--- config.mk ---
export PLATFORM = sky130hd
export DESIGN_NAME = disp_timing_gen
export DESIGN_NICKNAME = d
export VERILOG_FILES = /design/src/rtl/disp_timing_pkg.sv /design/src/rtl/disp_axis_counter.sv /design/src/rtl/disp_timing_ctl.sv /design/src/rtl/disp_timing_dp.sv /design/src/rtl/disp_timing_gen.sv
export SDC_FILE = /design/constraint.sdc
export NUM_CORES = 1
export LEC_CHECK = 0
export BUFFER_PORTS_ARGS = -buffer_cell sky130_fd_sc_hd__buf_2
export CAP_MARGIN = 20
export CORE_MARGIN = 5
export CORE_UTILIZATION = 40
export CTS_BUF_LIST = sky130_fd_sc_hd__clkbuf_4 sky130_fd_sc_hd__clkbuf_8
export CTS_CLUSTER_DIAMETER = 100
export DETAILED_ROUTE_END_ITERATION = 8
export GPL_ROUTABILITY_DRIVEN = 0
export PLACE_DENSITY = 0.76
export SYNTH_ARGS = -nofsm -noshare
export SYNTH_HDL_FRONTEND = slang
export SYNTH_SLANG_ARGS = --single-unit
--- constraint.sdc ---
create_clock -name clk -period 3.1 [get_ports clk]
set_input_delay 0 -clock clk [delete_from_list [all_inputs] [get_ports clk]]
set_output_delay 0 -clock clk [all_outputs]
set_load 0.1 [all_outputs]
--- src/rtl/disp_timing_pkg.sv ---
package disp_timing_pkg;

  typedef enum logic [1:0] {
    PH_SYNC  = 2'd0,
    PH_BACK  = 2'd1,
    PH_ACT   = 2'd2,
    PH_FRONT = 2'd3
  } phase_e;

  // Strobes passed from control to datapath, one set per pixel cycle
  typedef struct packed {
    logic run;
    logic frameStart;
    logic vsEnd;
    logic frameDone;
    logic active;
    logic hSync;
    logic vSync;
  } ctl_strobe_t;

  localparam int POL_VSYNC = 0;
  localparam int POL_HSYNC = 1;
  localparam int POL_DEN   = 2;
  localparam int POL_DATA  = 3;
  localparam int POL_PCLK  = 4;
  localparam int POL_W     = 5;

  function automatic phase_e nextPhase(phase_e p);
    return phase_e'(p + 2'd1);
  endfunction

endpackage

--- src/rtl/disp_axis_counter.sv ---
module disp_axis_counter
  import disp_timing_pkg::*;
#(
  parameter int CNT_W = 12
) (
  input  logic                  clk,
  input  logic                  rst_n,
  input  logic                  run,
  input  logic                  step,
  input  logic [3:0][CNT_W-1:0] widths,
  output phase_e                phase,
  output logic [CNT_W-1:0]      cnt,
  output logic                  phaseEnd,
  output logic                  axisEnd
);

  logic [CNT_W-1:0] curW;

  always_comb begin
    curW     = widths[phase];
    phaseEnd = run && step && (cnt == curW);
    axisEnd  = phaseEnd && (phase == PH_FRONT);
  end

  always_ff @(posedge clk or negedge rst_n) begin
    if (!rst_n) begin
      phase <= PH_SYNC;
      cnt   <= '0;
    end else if (!run) begin
      phase <= PH_SYNC;
      cnt   <= '0;
    end else if (phaseEnd) begin
      phase <= nextPhase(phase);
      cnt   <= '0;
    end else if (step) begin
      cnt   <= cnt + 1'b1;
    end
  end

  AST_CNT_BOUND: assert property (@(posedge clk) disable iff (!rst_n)
    run |-> (cnt <= curW)) else $error("count beyond phase width");

  AST_PHASE_ORDER: assert property (@(posedge clk) disable iff (!rst_n)
    (run && $past(run) && (phase != $past(phase))) |-> (phase == nextPhase($past(phase))))
    else $error("phase skipped");

  AST_IDLE_ZERO: assert property (@(posedge clk) disable iff (!rst_n)
    !run |=> (cnt == '0 && phase == PH_SYNC)) else $error("counter not idle");

endmodule

--- src/rtl/disp_timing_ctl.sv ---
module disp_timing_ctl
  import disp_timing_pkg::*;
#(
  parameter int CNT_W = 12
) (
  input  logic                  clk,
  input  logic                  rst_n,
  input  logic                  enable,
  input  logic [3:0][CNT_W-1:0] hWidths,
  input  logic [3:0][CNT_W-1:0] vWidths,
  output ctl_strobe_t           strobe
);

  phase_e           hPhase, vPhase;
  logic [CNT_W-1:0] hCnt, vCnt;
  logic             hPhaseEnd, lineEnd, vPhaseEnd, frameEnd;

  disp_axis_counter #(.CNT_W(CNT_W)) u_hAxis (
    .clk(clk), .rst_n(rst_n), .run(enable), .step(1'b1), .widths(hWidths),
    .phase(hPhase), .cnt(hCnt), .phaseEnd(hPhaseEnd), .axisEnd(lineEnd)
  );

  disp_axis_counter #(.CNT_W(CNT_W)) u_vAxis (
    .clk(clk), .rst_n(rst_n), .run(enable), .step(lineEnd), .widths(vWidths),
    .phase(vPhase), .cnt(vCnt), .phaseEnd(vPhaseEnd), .axisEnd(frameEnd)
  );

  always_comb begin
    strobe.run        = enable;
    strobe.frameStart = enable && hPhase == PH_SYNC && hCnt == '0 &&
                        vPhase == PH_SYNC && vCnt == '0;
    strobe.vsEnd      = vPhaseEnd && (vPhase == PH_SYNC);
    strobe.frameDone  = frameEnd;
    strobe.active     = enable && hPhase == PH_ACT && vPhase == PH_ACT;
    strobe.hSync      = enable && hPhase == PH_SYNC;
    strobe.vSync      = enable && vPhase == PH_SYNC;
  end

  AST_EVENTS_EXCL: assert property (@(posedge clk) disable iff (!rst_n)
    $onehot0({strobe.frameStart, strobe.vsEnd, strobe.frameDone}))
    else $error("frame events overlap");

  AST_LINE_IN_HFRONT: assert property (@(posedge clk) disable iff (!rst_n)
    lineEnd |-> (hPhase == PH_FRONT && hPhaseEnd)) else $error("line end misplaced");

endmodule

--- src/rtl/disp_timing_dp.sv ---
module disp_timing_dp
  import disp_timing_pkg::*;
#(
  parameter int PIX_W = 24
) (
  input  logic             clk,
  input  logic             rst_n,
  input  ctl_strobe_t      strobe,
  input  logic [POL_W-1:0] polarity,
  input  logic             fifoEmpty,
  input  logic [PIX_W-1:0] fifoData,
  output logic             fifoPop,
  output logic             hSyncOut,
  output logic             vSyncOut,
  output logic             dataEnOut,
  output logic [PIX_W-1:0] pixelOut,
  output logic             pxlEdgeSel,
  output logic             evVsyncBegin,
  output logic             evVsyncEnd,
  output logic             evFrameDone,
  output logic             evUnderrun
);

  logic             repeatOn, underNow;
  logic [PIX_W-1:0] lastPix, pixQ;
  logic             hsQ, vsQ, denQ, runQ;

  always_comb begin
    fifoPop  = strobe.active && !fifoEmpty && !repeatOn;
    underNow = strobe.active && fifoEmpty && !repeatOn;
  end

  always_ff @(posedge clk or negedge rst_n) begin
    if (!rst_n) begin
      repeatOn <= 1'b0;
      lastPix  <= '0;
    end else if (!strobe.run) begin
      repeatOn <= 1'b0;
      lastPix  <= '0;
    end else begin
      if (strobe.frameStart) repeatOn <= 1'b0;
      else if (underNow)     repeatOn <= 1'b1;
      if (fifoPop)           lastPix  <= fifoData;
    end
  end

  always_ff @(posedge clk or negedge rst_n) begin
    if (!rst_n) begin
      pixQ <= '0; hsQ <= 1'b0; vsQ <= 1'b0; denQ <= 1'b0; runQ <= 1'b0;
      evVsyncBegin <= 1'b0; evVsyncEnd <= 1'b0; evFrameDone <= 1'b0; evUnderrun <= 1'b0;
    end else begin
      pixQ         <= strobe.active ? (fifoPop ? fifoData : lastPix) : '0;
      hsQ          <= strobe.hSync;
      vsQ          <= strobe.vSync;
      denQ         <= strobe.active;
      runQ         <= strobe.run;
      evVsyncBegin <= strobe.frameStart;
      evVsyncEnd   <= strobe.vsEnd;
      evFrameDone  <= strobe.frameDone;
      evUnderrun   <= underNow;
    end
  end

  always_comb begin
    hSyncOut   = hsQ ^ polarity[POL_HSYNC];
    vSyncOut   = vsQ ^ polarity[POL_VSYNC];
    dataEnOut  = denQ ^ polarity[POL_DEN];
    pixelOut   = pixQ ^ {PIX_W{polarity[POL_DATA]}};
    pxlEdgeSel = runQ & polarity[POL_PCLK];
  end

  AST_POP_NOT_EMPTY: assert property (@(posedge clk) disable iff (!rst_n)
    fifoPop |-> !fifoEmpty) else $error("pop from empty fifo");

  AST_NO_POP_REPEAT: assert property (@(posedge clk) disable iff (!rst_n)
    repeatOn |-> !fifoPop) else $error("pop while repeating");

  AST_ONE_UNDERRUN: assert property (@(posedge clk) disable iff (!rst_n)
    (repeatOn && !strobe.frameStart) |=> !evUnderrun) else $error("second underrun");

  AST_REPEAT_HOLD: assert property (@(posedge clk) disable iff (!rst_n)
    (repeatOn && strobe.active && $past(repeatOn) && $past(strobe.active)) |=> $stable(pixQ))
    else $error("repeated pixel changed");

  AST_IDLE_OUT: assert property (@(posedge clk) disable iff (!rst_n)
    !strobe.run |=> (!denQ && !hsQ && !vsQ && pixQ == '0)) else $error("active while disabled");

endmodule

--- src/rtl/disp_timing_gen.sv ---
module disp_timing_gen
  import disp_timing_pkg::*;
#(
  parameter int CNT_W = 12,
  parameter int PIX_W = 24
) (
  input  logic             clk,
  input  logic             rst_n,
  input  logic             enable,
  input  logic [CNT_W-1:0] hSyncW,
  input  logic [CNT_W-1:0] hBackW,
  input  logic [CNT_W-1:0] hActW,
  input  logic [CNT_W-1:0] hFrontW,
  input  logic [CNT_W-1:0] vSyncW,
  input  logic [CNT_W-1:0] vBackW,
  input  logic [CNT_W-1:0] vActW,
  input  logic [CNT_W-1:0] vFrontW,
  input  logic [4:0]       polarity,
  input  logic             fifoEmpty,
  input  logic [PIX_W-1:0] fifoData,
  output logic             fifoPop,
  output logic             hSyncOut,
  output logic             vSyncOut,
  output logic             dataEnOut,
  output logic [PIX_W-1:0] pixelOut,
  output logic             pxlEdgeSel,
  output logic             evVsyncBegin,
  output logic             evVsyncEnd,
  output logic             evFrameDone,
  output logic             evUnderrun
);

  logic [3:0][CNT_W-1:0] hWidths, vWidths;
  ctl_strobe_t           strobe;

  assign hWidths = {hFrontW, hActW, hBackW, hSyncW};
  assign vWidths = {vFrontW, vActW, vBackW, vSyncW};

  disp_timing_ctl #(.CNT_W(CNT_W)) u_ctl (
    .clk(clk), .rst_n(rst_n), .enable(enable),
    .hWidths(hWidths), .vWidths(vWidths), .strobe(strobe)
  );

  disp_timing_dp #(.PIX_W(PIX_W)) u_dp (
    .clk(clk), .rst_n(rst_n), .strobe(strobe), .polarity(polarity),
    .fifoEmpty(fifoEmpty), .fifoData(fifoData), .fifoPop(fifoPop),
    .hSyncOut(hSyncOut), .vSyncOut(vSyncOut), .dataEnOut(dataEnOut),
    .pixelOut(pixelOut), .pxlEdgeSel(pxlEdgeSel),
    .evVsyncBegin(evVsyncBegin), .evVsyncEnd(evVsyncEnd),
    .evFrameDone(evFrameDone), .evUnderrun(evUnderrun)
  );

endmodule

==> results.sh, run 1 <==
export IMPL_clock_sinks=85
export IMPL_cts_tree="built"
export IMPL_p_seq_share_pct=44.9
export IMPL_ys_seq_area_share_pct=44.3
export IMPL_ir_drop_uv=149
export IMPL_drt_total_wl_mm=11.3
export IMPL_postSynthCellCount=424
export IMPL_first_pass_iters=4
export IMPL_vias=3808
export IMPL_first_iter_violations=228
export IMPL_dieWidth_um=120
export IMPL_track_usage_pct=15.7
export IMPL_cp_slowest_stage_delay_ns=0.64
export IMPL_synth_compound_area_share_pct=3.16
export IMPL_synthArstFlopShare_pct=100
export IMPL_crit_arrival_ns=3.12
export IMPL_worstPathRequired_ns=3.33
export IMPL_synthTopCellsByArea="dfrtp_1 (44%), mux4_2 (9.4%), xor2_1 (6.4%)"
export IMPL_vias_per_cell=5.06
export IMPL_nets=740
export IMPL_clkPwrFrac_pct=38.4
export IMPL_synth_top_area_cell="dfrtp_1"
export IMPL_synth_top_flop_cell="dfrtp_1"
export IMPL_post_cts_setup_buffers=0
export IMPL_sw_frac_of_total_pct=26.9
export IMPL_clk_latency_ns=0.34
export IMPL_grt_pass1_wl_mm=18.3
export IMPL_rsz0062_at_grt="false"
export IMPL_p_leak_nw=2.95
export IMPL_htreeDepth=3
export IMPL_path_delay_family="compound AO/OA/AOI/OAI gates"
export IMPL_muxShareOfSynthArea_pct=17.0
export IMPL_synth_edff_count=0
export IMPL_synth_simple_area_share_pct=15.9
export IMPL_p_per_area_nw_per_um2=402
export IMPL_fin_crit_sh_pct=93.3
export IMPL_layout_commonest_cell="buf_2"
export IMPL_num_rows=40
export IMPL_path_class="flop to flop"
export IMPL_antenna_cells=0
export IMPL_ys_warn_count=0
export IMPL_tns_ns=0
export IMPL_cts_path_max_buffers=2
export IMPL_setup_worst_path_end_class="flop"
export IMPL_synthXorXnorAreaFrac_pct=13.0
export IMPL_synth_top_cell_area_share_pct=44.3
export IMPL_drc=0
export IMPL_switching_power_mw=0.673
export IMPL_synth_nets=563
export IMPL_cts_made_buffers=9
export IMPL_die_h_um=120
export IMPL_drive_gt1_share_pct=36.6
export IMPL_synth_top_family_by_area="multiplexers"
export IMPL_ys_seq_elements=85
export IMPL_clk_pin_slew_ns=0.08
export IMPL_ys_types=39
export IMPL_cts_root_buf="clkbuf_8"
export IMPL_syn_cell_area_um2=4800
export IMPL_synthAdderAreaFrac_pct=2.61
export IMPL_crit_chain="mux4_1 -> xnor2_1 -> nand4_2 -> o41a_1 -> a41o_1 -> a22o_1"
export IMPL_finalWorstSetupSlack_ns=0.209
export IMPL_fmax_mhz=346
export IMPL_pre_cts_ws_ns=0.0229
export IMPL_comb_power_share_pct=16.8
export IMPL_critPathBufInv=0
export IMPL_worst_path_max_delay_cell="o41a_1"
export IMPL_portBuffers=161
export IMPL_mostFrequentLayoutCells="buf_2 (159), dfrtp_1 (83), nor2_1 (76)"
export IMPL_critPathLaunch="u_ctl.u_hAxis.phase[0]$_DFFE_PN0P_"
export IMPL_final_antenna_net_count=0
export IMPL_syn_area_per_cell_um2=11.3
export IMPL_core_area_um2=11900
export IMPL_crit_fanout=13
export IMPL_antenna_found_initial=0
export IMPL_dieArea_um2=14300
export IMPL_setup_viol_count_final=0
export IMPL_pin_count=162
export IMPL_drv_slew=0
export IMPL_start_util_pct=40.4
export IMPL_holdWs_ns=0.317
export IMPL_routedWlPerCell_um=15.0
export IMPL_cp_start_kind="flop"
export IMPL_r2r_start="u_ctl.u_hAxis.phase[0]$_DFFE_PN0P_"
export IMPL_fin_crit_ns=2.89
export IMPL_fin_skew_ns=0.00629
export IMPL_grt_overflow=0
export IMPL_hold_path_class="primary input to asynchronous set/reset pin"
export IMPL_syn_to_final_growth_pct=29.9
export IMPL_grt_pass1_vias=3920
export IMPL_drv_cap=0
export IMPL_hold_viol_final=0
export IMPL_worstMarginPinSlew_ns=1.03
export IMPL_internal_power_mw=1.83
export IMPL_hpwl_mm=8.44
export IMPL_status="finished clean"
export IMPL_relSlewSlack_pct=31.3
export IMPL_grt_max_degree=75
-- kinds of logic after synthesis --
kind of cell             count (synthesis)
AO/OA/AOI/OAI                           19
XOR/XNOR                                65
adder cells (fa/ha/maj)                 10
buffers and inverters                   40
flip-flops                              85
multiplexers                            50
AND/OR/NAND/NOR                        155
-- registers in the layout, indices dropped and copies added, names as in the netlist, 2 cells and up --
| name | count |
|---|---|
| u_ctl.u_hAxis.phase | 2 |
| u_dp.pixQ | 24 |
| u_ctl.u_vAxis.cnt | 12 |
| u_ctl.u_vAxis.phase | 2 |
| u_dp.lastPix | 24 |
| u_ctl.u_hAxis.cnt | 12 |
-- power groups by stage --
stage	registers, mW	clock network (mW)	logic [mW]
finish	1.12	0.961	0.420
global route	1.12	1.02	0.447
CTS	1.12	0.985	0.425
detailed placement	1.15	0	0.398
global placement	1.15	0	0.390
floorplan	1.15	0	0.254
-- stage by stage --
step | util [%] | instance area (µm²) | std cells | power [mW]
5_1_grt | 52.5 | 6230 | 753 | 2.59
4_1_cts | 52.5 | 6230 | 753 | 2.53
6_report | 52.5 | 6230 | 753 | 2.50
2_1_floorplan | - | 4800 | 424 | 1.40
3_3_place_gp | 48.1 | 5710 | 710 | 1.54
3_5_place_dp | 48.1 | 5710 | 710 | 1.54
-- Yosys cell counts (7+ instances only) --
cell type and number:
dfrtp_1 85, nor2_1 76, xor2_1 35, mux2i_1 25
xnor2_1 23, mux4_2 20, nand2_1 20, clkbuf_1 18
nand3_1 13, inv_1 12, ha_1 10, nand4_1 10
and2_1 7, xnor2_2 7
-- routing by layer --
layer  wire length, µm  track usage [%]
met5                 0                0
met1              4750             19.6
met4               174             5.37
met3               708             3.63
met2              5670             27.0
-- final cells by class --
class                           count  area, µm²
Inverter                           12       45.0
Tap cell                          147        184
Multi-Input combinational cell    299       2480
Timing Repair Buffer              194       1140
Sequential cell                    85       2130
Clock buffer                       11        145
Fill cell                        1040       5630
Clock inverter                      5        108
-- repair_timing --
item / in CTS / in global routing
resized for setup: 0 / 2
hold endpoints to repair: 124 / 0
endpoints found under the setup margin: 0 / 2
hold buffers: 27 / 0
-- worst register-to-register path: stages (launching register included) --
cell and delay [ns]:
dfrtp_2 0.59, mux4_1 0.63, xnor2_1 0.26, nand4_2 0.20
o41a_1 0.64, a41o_1 0.29, a22o_1 0.18
-- final timing paths --
check | slack (ns) | depth (start not counted) | endpoint
setup / recovery | 0.21 | 6 | u_ctl.u_vAxis.cnt[8]$_DFFE_PN0P_
hold / removal | 0.32 | 2 | u_ctl.u_hAxis.cnt[6]$_DFF_PN0_
setup reg to reg | 0.21 | 6 | u_ctl.u_vAxis.cnt[8]$_DFFE_PN0P_
hold reg to reg | 0.51 | 2 | u_dp.pixQ[3]$_DFF_PN0_
max in group asynchronous | 2.01 | 3 | u_ctl.u_vAxis.cnt[4]$_DFFE_PN0P_
min in group clk | 0.42 | 3 | vSyncOut
(Power assumes the default switching activity.)
==> run 2: changes to the inputs <==
--- a/config.mk
+++ b/config.mk
@@ -9,7 +9,6 @@
 export CAP_MARGIN = 20
 export CORE_MARGIN = 5
 export CORE_UTILIZATION = 40
-export CTS_BUF_LIST = sky130_fd_sc_hd__clkbuf_4 sky130_fd_sc_hd__clkbuf_8
 export CTS_CLUSTER_DIAMETER = 100
 export DETAILED_ROUTE_END_ITERATION = 8
 export GPL_ROUTABILITY_DRIVEN = 0
==> constraint.sdc (replaced) <==
create_clock -name clk -period 3.2 [get_ports clk]
set_input_delay 0 -clock clk [delete_from_list [all_inputs] [get_ports clk]]
set_output_delay 0 -clock clk [all_outputs]
set_load 0.1 [all_outputs]
==> results.sh, run 2 (synthesis results as in run 1) <==
export IMPL_status="finished clean"
export IMPL_drv_cap=0
export IMPL_cp_start_kind="flop"
export IMPL_r2r_slack_ns=0.27
export IMPL_drt_total_wl_mm=11.3
export IMPL_fin_crit_sh_pct=91.6
export IMPL_rr_worst_depth=7
export IMPL_p_per_area_nw_per_um2=425
export IMPL_cts_made_buffers=9
export IMPL_path_class="flop to flop"
export IMPL_cp_slowest_stage_delay_ns=0.60
export IMPL_drc=0
export IMPL_grt_overflow=0
export IMPL_htreeDepth=3
export IMPL_die_h_um=120
export IMPL_antenna_found_initial=0
export IMPL_fmax_mhz=341
export IMPL_path_delay_family="compound AO/OA/AOI/OAI gates"
export IMPL_start_util_pct=40.4
export IMPL_dieWidth_um=120
export IMPL_crit_chain="buf_4 -> mux4_2 -> xnor2_1 -> nand4_2 -> o41a_1 -> a41o_1 -> a22o_1"
export IMPL_cp_num_cells=7
export IMPL_drv_slew=0
export IMPL_holdWs_ns=0.338
export IMPL_clock_sinks=85
export IMPL_fin_area_um2=6340
export IMPL_dieArea_um2=14300
export IMPL_track_usage_pct=16.1
export IMPL_critPathBufInv=1
export IMPL_vias=3791
export IMPL_portBuffers=161
export IMPL_cts_root_buf="clkbuf_16"
export IMPL_layout_commonest_cell="buf_2"
export IMPL_crit_arrival_ns=3.15
export IMPL_hold_path_class="primary input to asynchronous set/reset pin"
export IMPL_grt_pass1_vias=3986
export IMPL_mostFrequentLayoutCells="buf_2 (159), dfrtp_1 (85), nor2_1 (76)"
export IMPL_grt_max_degree=73
export IMPL_worstReg2RegEnd="u_ctl.u_vAxis.cnt[7]$_DFFE_PN0P_"
export IMPL_core_area_um2=11900
export IMPL_clk_pin_slew_ns=0.06
export IMPL_fin_skew_ns=0.00564
export IMPL_crit_fanout=12
export IMPL_r2r_start="u_ctl.u_hAxis.phase[0]$_DFFE_PN0P_"
export IMPL_nets=742
export IMPL_instances_no_fill=755
export IMPL_first_iter_violations=267
export IMPL_top_regs="u_dp.lastPix (24), u_dp.pixQ (24)"
export IMPL_critPathLaunch="u_ctl.u_hAxis.phase[0]$_DFFE_PN0P_"
export IMPL_cts_hold_buf=27
export IMPL_worstMarginPinSlew_ns=1.04
export IMPL_vias_per_cell=5.02
export IMPL_clk_latency_ns=0.33
export IMPL_final_antenna_net_count=0
export IMPL_drive_gt1_share_pct=36.3
export IMPL_hold_viol_final=0
export IMPL_crit_end="u_ctl.u_vAxis.cnt[7]$_DFFE_PN0P_"
export IMPL_worstPathRequired_ns=3.42
export IMPL_ctsResizeCount=0
export IMPL_routedWlPerCell_um=15.0
export IMPL_pin_count=162
export IMPL_setup_worst_path_end_class="flop"
export IMPL_setup_viol_count_final=0
export IMPL_antenna_cells=0
export IMPL_fillCellCount=1042
export IMPL_place_inst=712
export IMPL_tns_ns=0
export IMPL_hpwl_mm=8.59
export IMPL_rsz0062_at_grt="false"
export IMPL_post_cts_setup_buffers=0
export IMPL_syn_to_final_growth_pct=32.2
export IMPL_postPlaceCellArea_um2=5720
export IMPL_fin_crit_ns=2.93
export IMPL_ir_drop_uv=209
export IMPL_first_pass_iters=4
export IMPL_p_leak_nw=3.00
export IMPL_relSlewSlack_pct=30.3
export IMPL_grt_pass1_wl_mm=18.7
export IMPL_cts_path_max_buffers=2
export IMPL_worst_path_max_delay_cell="dfrtp_1"
export IMPL_cts_tree="built"
export IMPL_num_rows=40
==> run 2: cell count changes in the layout (fill, tap and decap cells not counted), sizes merged <==
cell      delta
buf          +2
clkinv       -2
clkinvlp     +1
inv          +1
==> run 2: how the worst min path moves through the flow <==
| stage | startpoint | end | slack, ns | cells past startpoint |
|---|---|---|---|---|
| 3_5_place_dp | rst_n | u_ctl.u_hAxis.cnt[7]$_DFF_PN0_ | 0.19 | 1 |
| 2_1_floorplan | rst_n | u_ctl.u_hAxis.cnt[0]$_DFF_PN0_ | -0.30 | 0 |
| 4_1_cts | rst_n | u_ctl.u_hAxis.cnt[7]$_DFF_PN0_ | 0.37 | 2 |
| 5_1_grt | polarity[2] | dataEnOut | 0.44 | 3 |
| 6_report | rst_n | u_ctl.u_hAxis.cnt[7]$_DFF_PN0_ | 0.34 | 2 |
| 3_3_place_gp | rst_n | u_ctl.u_hAxis.cnt[6]$_DFF_PN0_ | 0.18 | 1 |
==> run 2: worst register-to-register path, stage by stage, from the launching register on <==
cell and delay [ns]:
dfrtp_1 0.60, buf_4 0.23, mux4_2 0.51, xnor2_1 0.24
nand4_2 0.19, o41a_1 0.59, a41o_1 0.29, a22o_1 0.17
==> run 2: cell type report <==
cell class / instances / area [µm²] / share of cell area, %
multi-input cells: 299 / 2480 / 39.1
flip-flops and latches: 85 / 2130 / 33.5
repair buffers: 196 / 1150 / 18.2
clock buffers: 11 / 243 / 3.83
well taps: 147 / 184 / 2.90
clock inverters: 5 / 106 / 1.68
inverters: 12 / 45.0 / 0.710
==> run 2: per-stage QoR <==
stage | power (mW) | utilization (%) | setup WS (ns)
floorplan | 1.36 | - | 0.572
global placement | 1.49 | 48.2 | 0.387
detailed placement | 1.50 | 48.2 | 0.263
CTS | 2.73 | 53.5 | 0.249
global route | 2.80 | 53.5 | 0.0473
finish | 2.69 | 53.5 | 0.269
==> run 2: power by group <==
part | switching (mW) | internal, mW
sequential | 0.00931 | 1.08
combinational | 0.264 | 0.143
clock | 0.409 | 0.787
==> run 2: per-layer routing <==
metal	track usage [%]	vias to the layer above	wire length [µm]	part of all wire [%]
li1	-	1819	-	-
met1	20.2	1807	4750	42
met2	27.5	149	5690	50
met3	3.02	16	703	6.2
met4	6.16	0	189	1.7
met5	0	-	0	0
==> run 3: changes to the inputs <==
--- a/config.mk
+++ b/config.mk
@@ -13,6 +13,7 @@
 export DETAILED_ROUTE_END_ITERATION = 8
 export GPL_ROUTABILITY_DRIVEN = 0
 export PLACE_DENSITY = 0.76
+export SETUP_SLACK_MARGIN = 0.3
 export SYNTH_ARGS = -nofsm -noshare
 export SYNTH_HDL_FRONTEND = slang
 export SYNTH_SLANG_ARGS = --single-unit
==> results.sh, run 3 (synthesis results as in run 1) <==
export IMPL_status="finished clean"
export IMPL_p_leak_nw=3.01
export IMPL_instances_no_fill=755
export IMPL_portBuffers=161
export IMPL_relSlewSlack_pct=30.5
export IMPL_hpwl_mm=8.59
export IMPL_grt_overflow=0
export IMPL_dieWidth_um=120
export IMPL_crit_fanout=12
export IMPL_fin_crit_ns=2.71
export IMPL_cp_slowest_stage_delay_ns=0.54
export IMPL_first_iter_violations=266
export IMPL_worst_path_max_delay_cell="o41a_4"
export IMPL_fin_skew_ns=0.00567
export IMPL_cts_path_max_buffers=2
export IMPL_start_util_pct=40.4
export IMPL_antenna_cells=0
export IMPL_cts_made_buffers=9
export IMPL_drc=0
export IMPL_layout_commonest_cell="buf_2"
export IMPL_dieArea_um2=14300
export IMPL_clk_latency_ns=0.33
export IMPL_first_pass_iters=5
export IMPL_cp_start_kind="flop"
export IMPL_pre_cts_ws_ns=0.263
export IMPL_p_per_area_nw_per_um2=424
export IMPL_mostFrequentLayoutCells="buf_2 (159), dfrtp_1 (84), nor2_1 (76)"
export IMPL_vias=3802
export IMPL_antenna_found_initial=0
export IMPL_critPathBufInv=1
export IMPL_drv_slew=0
export IMPL_nets=742
export IMPL_vias_per_cell=5.04
export IMPL_rsz0062_at_grt="false"
export IMPL_holdWs_ns=0.338
export IMPL_grt_pass1_wl_mm=18.7
export IMPL_track_usage_pct=16.1
export IMPL_worstPathRequired_ns=3.42
export IMPL_crit_chain="buf_4 -> mux4_2 -> xnor2_1 -> nand4_2 -> o41a_4 -> a41o_1 -> a22o_1"
export IMPL_top_regs="u_dp.lastPix (24), u_dp.pixQ (24)"
export IMPL_worstMarginPinSlew_ns=1.04
export IMPL_htreeDepth=3
export IMPL_rr_worst_depth=7
export IMPL_ir_drop_uv=209
export IMPL_fmax_mhz=370
export IMPL_final_antenna_net_count=0
export IMPL_post_route_util_pct=53.6
export IMPL_pin_count=162
export IMPL_finalWorstSetupSlack_ns=0.494
export IMPL_grt_pass1_vias=3986
export IMPL_cts_root_buf="clkbuf_16"
export IMPL_hold_viol_final=0
export IMPL_p_total_mw=2.69
export IMPL_fin_crit_sh_pct=84.6
export IMPL_drive_gt1_share_pct=36.7
export IMPL_core_area_um2=11900
export IMPL_fin_area_um2=6350
export IMPL_syn_to_final_growth_pct=32.4
export IMPL_cts_tree="built"
export IMPL_tns_ns=0
export IMPL_grt_max_degree=73
export IMPL_routedWlPerCell_um=15.0
export IMPL_num_rows=40
export IMPL_post_cts_setup_buffers=0
export IMPL_drt_total_wl_mm=11.3
export IMPL_postPlaceCellArea_um2=5720
export IMPL_r2r_slack_ns=0.49
export IMPL_path_delay_family="compound AO/OA/AOI/OAI gates"
export IMPL_setup_worst_path_end_class="flop"
export IMPL_setup_viol_count_final=0
export IMPL_clk_pin_slew_ns=0.06
export IMPL_die_h_um=120
export IMPL_worstReg2RegEnd="u_ctl.u_vAxis.cnt[7]$_DFFE_PN0P_"
export IMPL_path_class="flop to flop"
export IMPL_hold_path_class="primary input to asynchronous set/reset pin"
export IMPL_drv_cap=0
export IMPL_crit_arrival_ns=2.92
export IMPL_clock_sinks=85
export IMPL_r2r_start="u_ctl.u_hAxis.phase[0]$_DFFE_PN0P_"
export IMPL_place_inst=712
-- run 3: cell counts in the layout (fill, tap and decap cells not counted) --
Identical to the previous run, type by type.
-- run 3: layout make-up --
cell class / instances / area (µm²)
fill: 1040 / 5510
clock inverter: 5 / 106
sequential: 85 / 2130
multi-input combinational: 299 / 2490
clock buffer: 11 / 243
timing repair buffer: 196 / 1150
tap: 147 / 184
inverter: 12 / 45.0
-- run 3: worst max-delay path by stage --
| stage | end | slack (ns) | startpoint | cells past startpoint |
|---|---|---|---|---|
| 5_1_grt | u_ctl.u_vAxis.cnt[7]$_DFFE_PN0P_ | 0.31 | u_ctl.u_hAxis.phase[0]$_DFFE_PN0P_ | 7 |
| 6_report | u_ctl.u_vAxis.cnt[7]$_DFFE_PN0P_ | 0.49 | u_ctl.u_hAxis.phase[0]$_DFFE_PN0P_ | 7 |
| 3_3_place_gp | u_ctl.u_vAxis.cnt[8]$_DFFE_PN0P_ | 0.39 | u_ctl.u_hAxis.phase[0]$_DFFE_PN0P_ | 7 |
| 3_5_place_dp | u_ctl.u_vAxis.cnt[7]$_DFFE_PN0P_ | 0.26 | u_ctl.u_hAxis.phase[0]$_DFFE_PN0P_ | 7 |
| 4_1_cts | u_ctl.u_vAxis.cnt[7]$_DFFE_PN0P_ | 0.38 | u_ctl.u_hAxis.phase[0]$_DFFE_PN0P_ | 7 |
| 2_1_floorplan | u_dp.lastPix[14]$_DFF_PN0_ | 0.57 | u_ctl.u_vAxis.phase[0]$_DFFE_PN0P_ | 8 |
-- run 3: layer usage --
layer | wire length, µm | vias up | GRT usage [%]
met4 | 195 | 0 | 6.16
li1 | - | 1817 | -
met5 | 0 | - | 0
met1 | 4730 | 1808 | 20.2
met2 | 5700 | 159 | 27.5
met3 | 699 | 18 | 3.02
-- run 3: worst reg2reg max path: stages (launching register included) --
cell	delay (ns)
dfrtp_2	0.50
buf_4	0.20
mux4_2	0.51
xnor2_1	0.24
nand4_2	0.20
o41a_4	0.54
a41o_1	0.24
a22o_1	0.17
-- run 3: what timing repair did --
action / in CTS / in global routing
hold endpoints to repair: 121 / 0
hold buffers: 27 / 0
resized for setup: 1 / 2
endpoints found under the setup margin: 2 / 2
-- run 3: report_power, final --
| group | internal (mW) | switching [mW] |
|---|---|---|
| clock | 0.787 | 0.409 |
| sequential | 1.08 | 0.00918 |
| combinational | 0.144 | 0.265 |
| total | 2.01 | 0.683 |
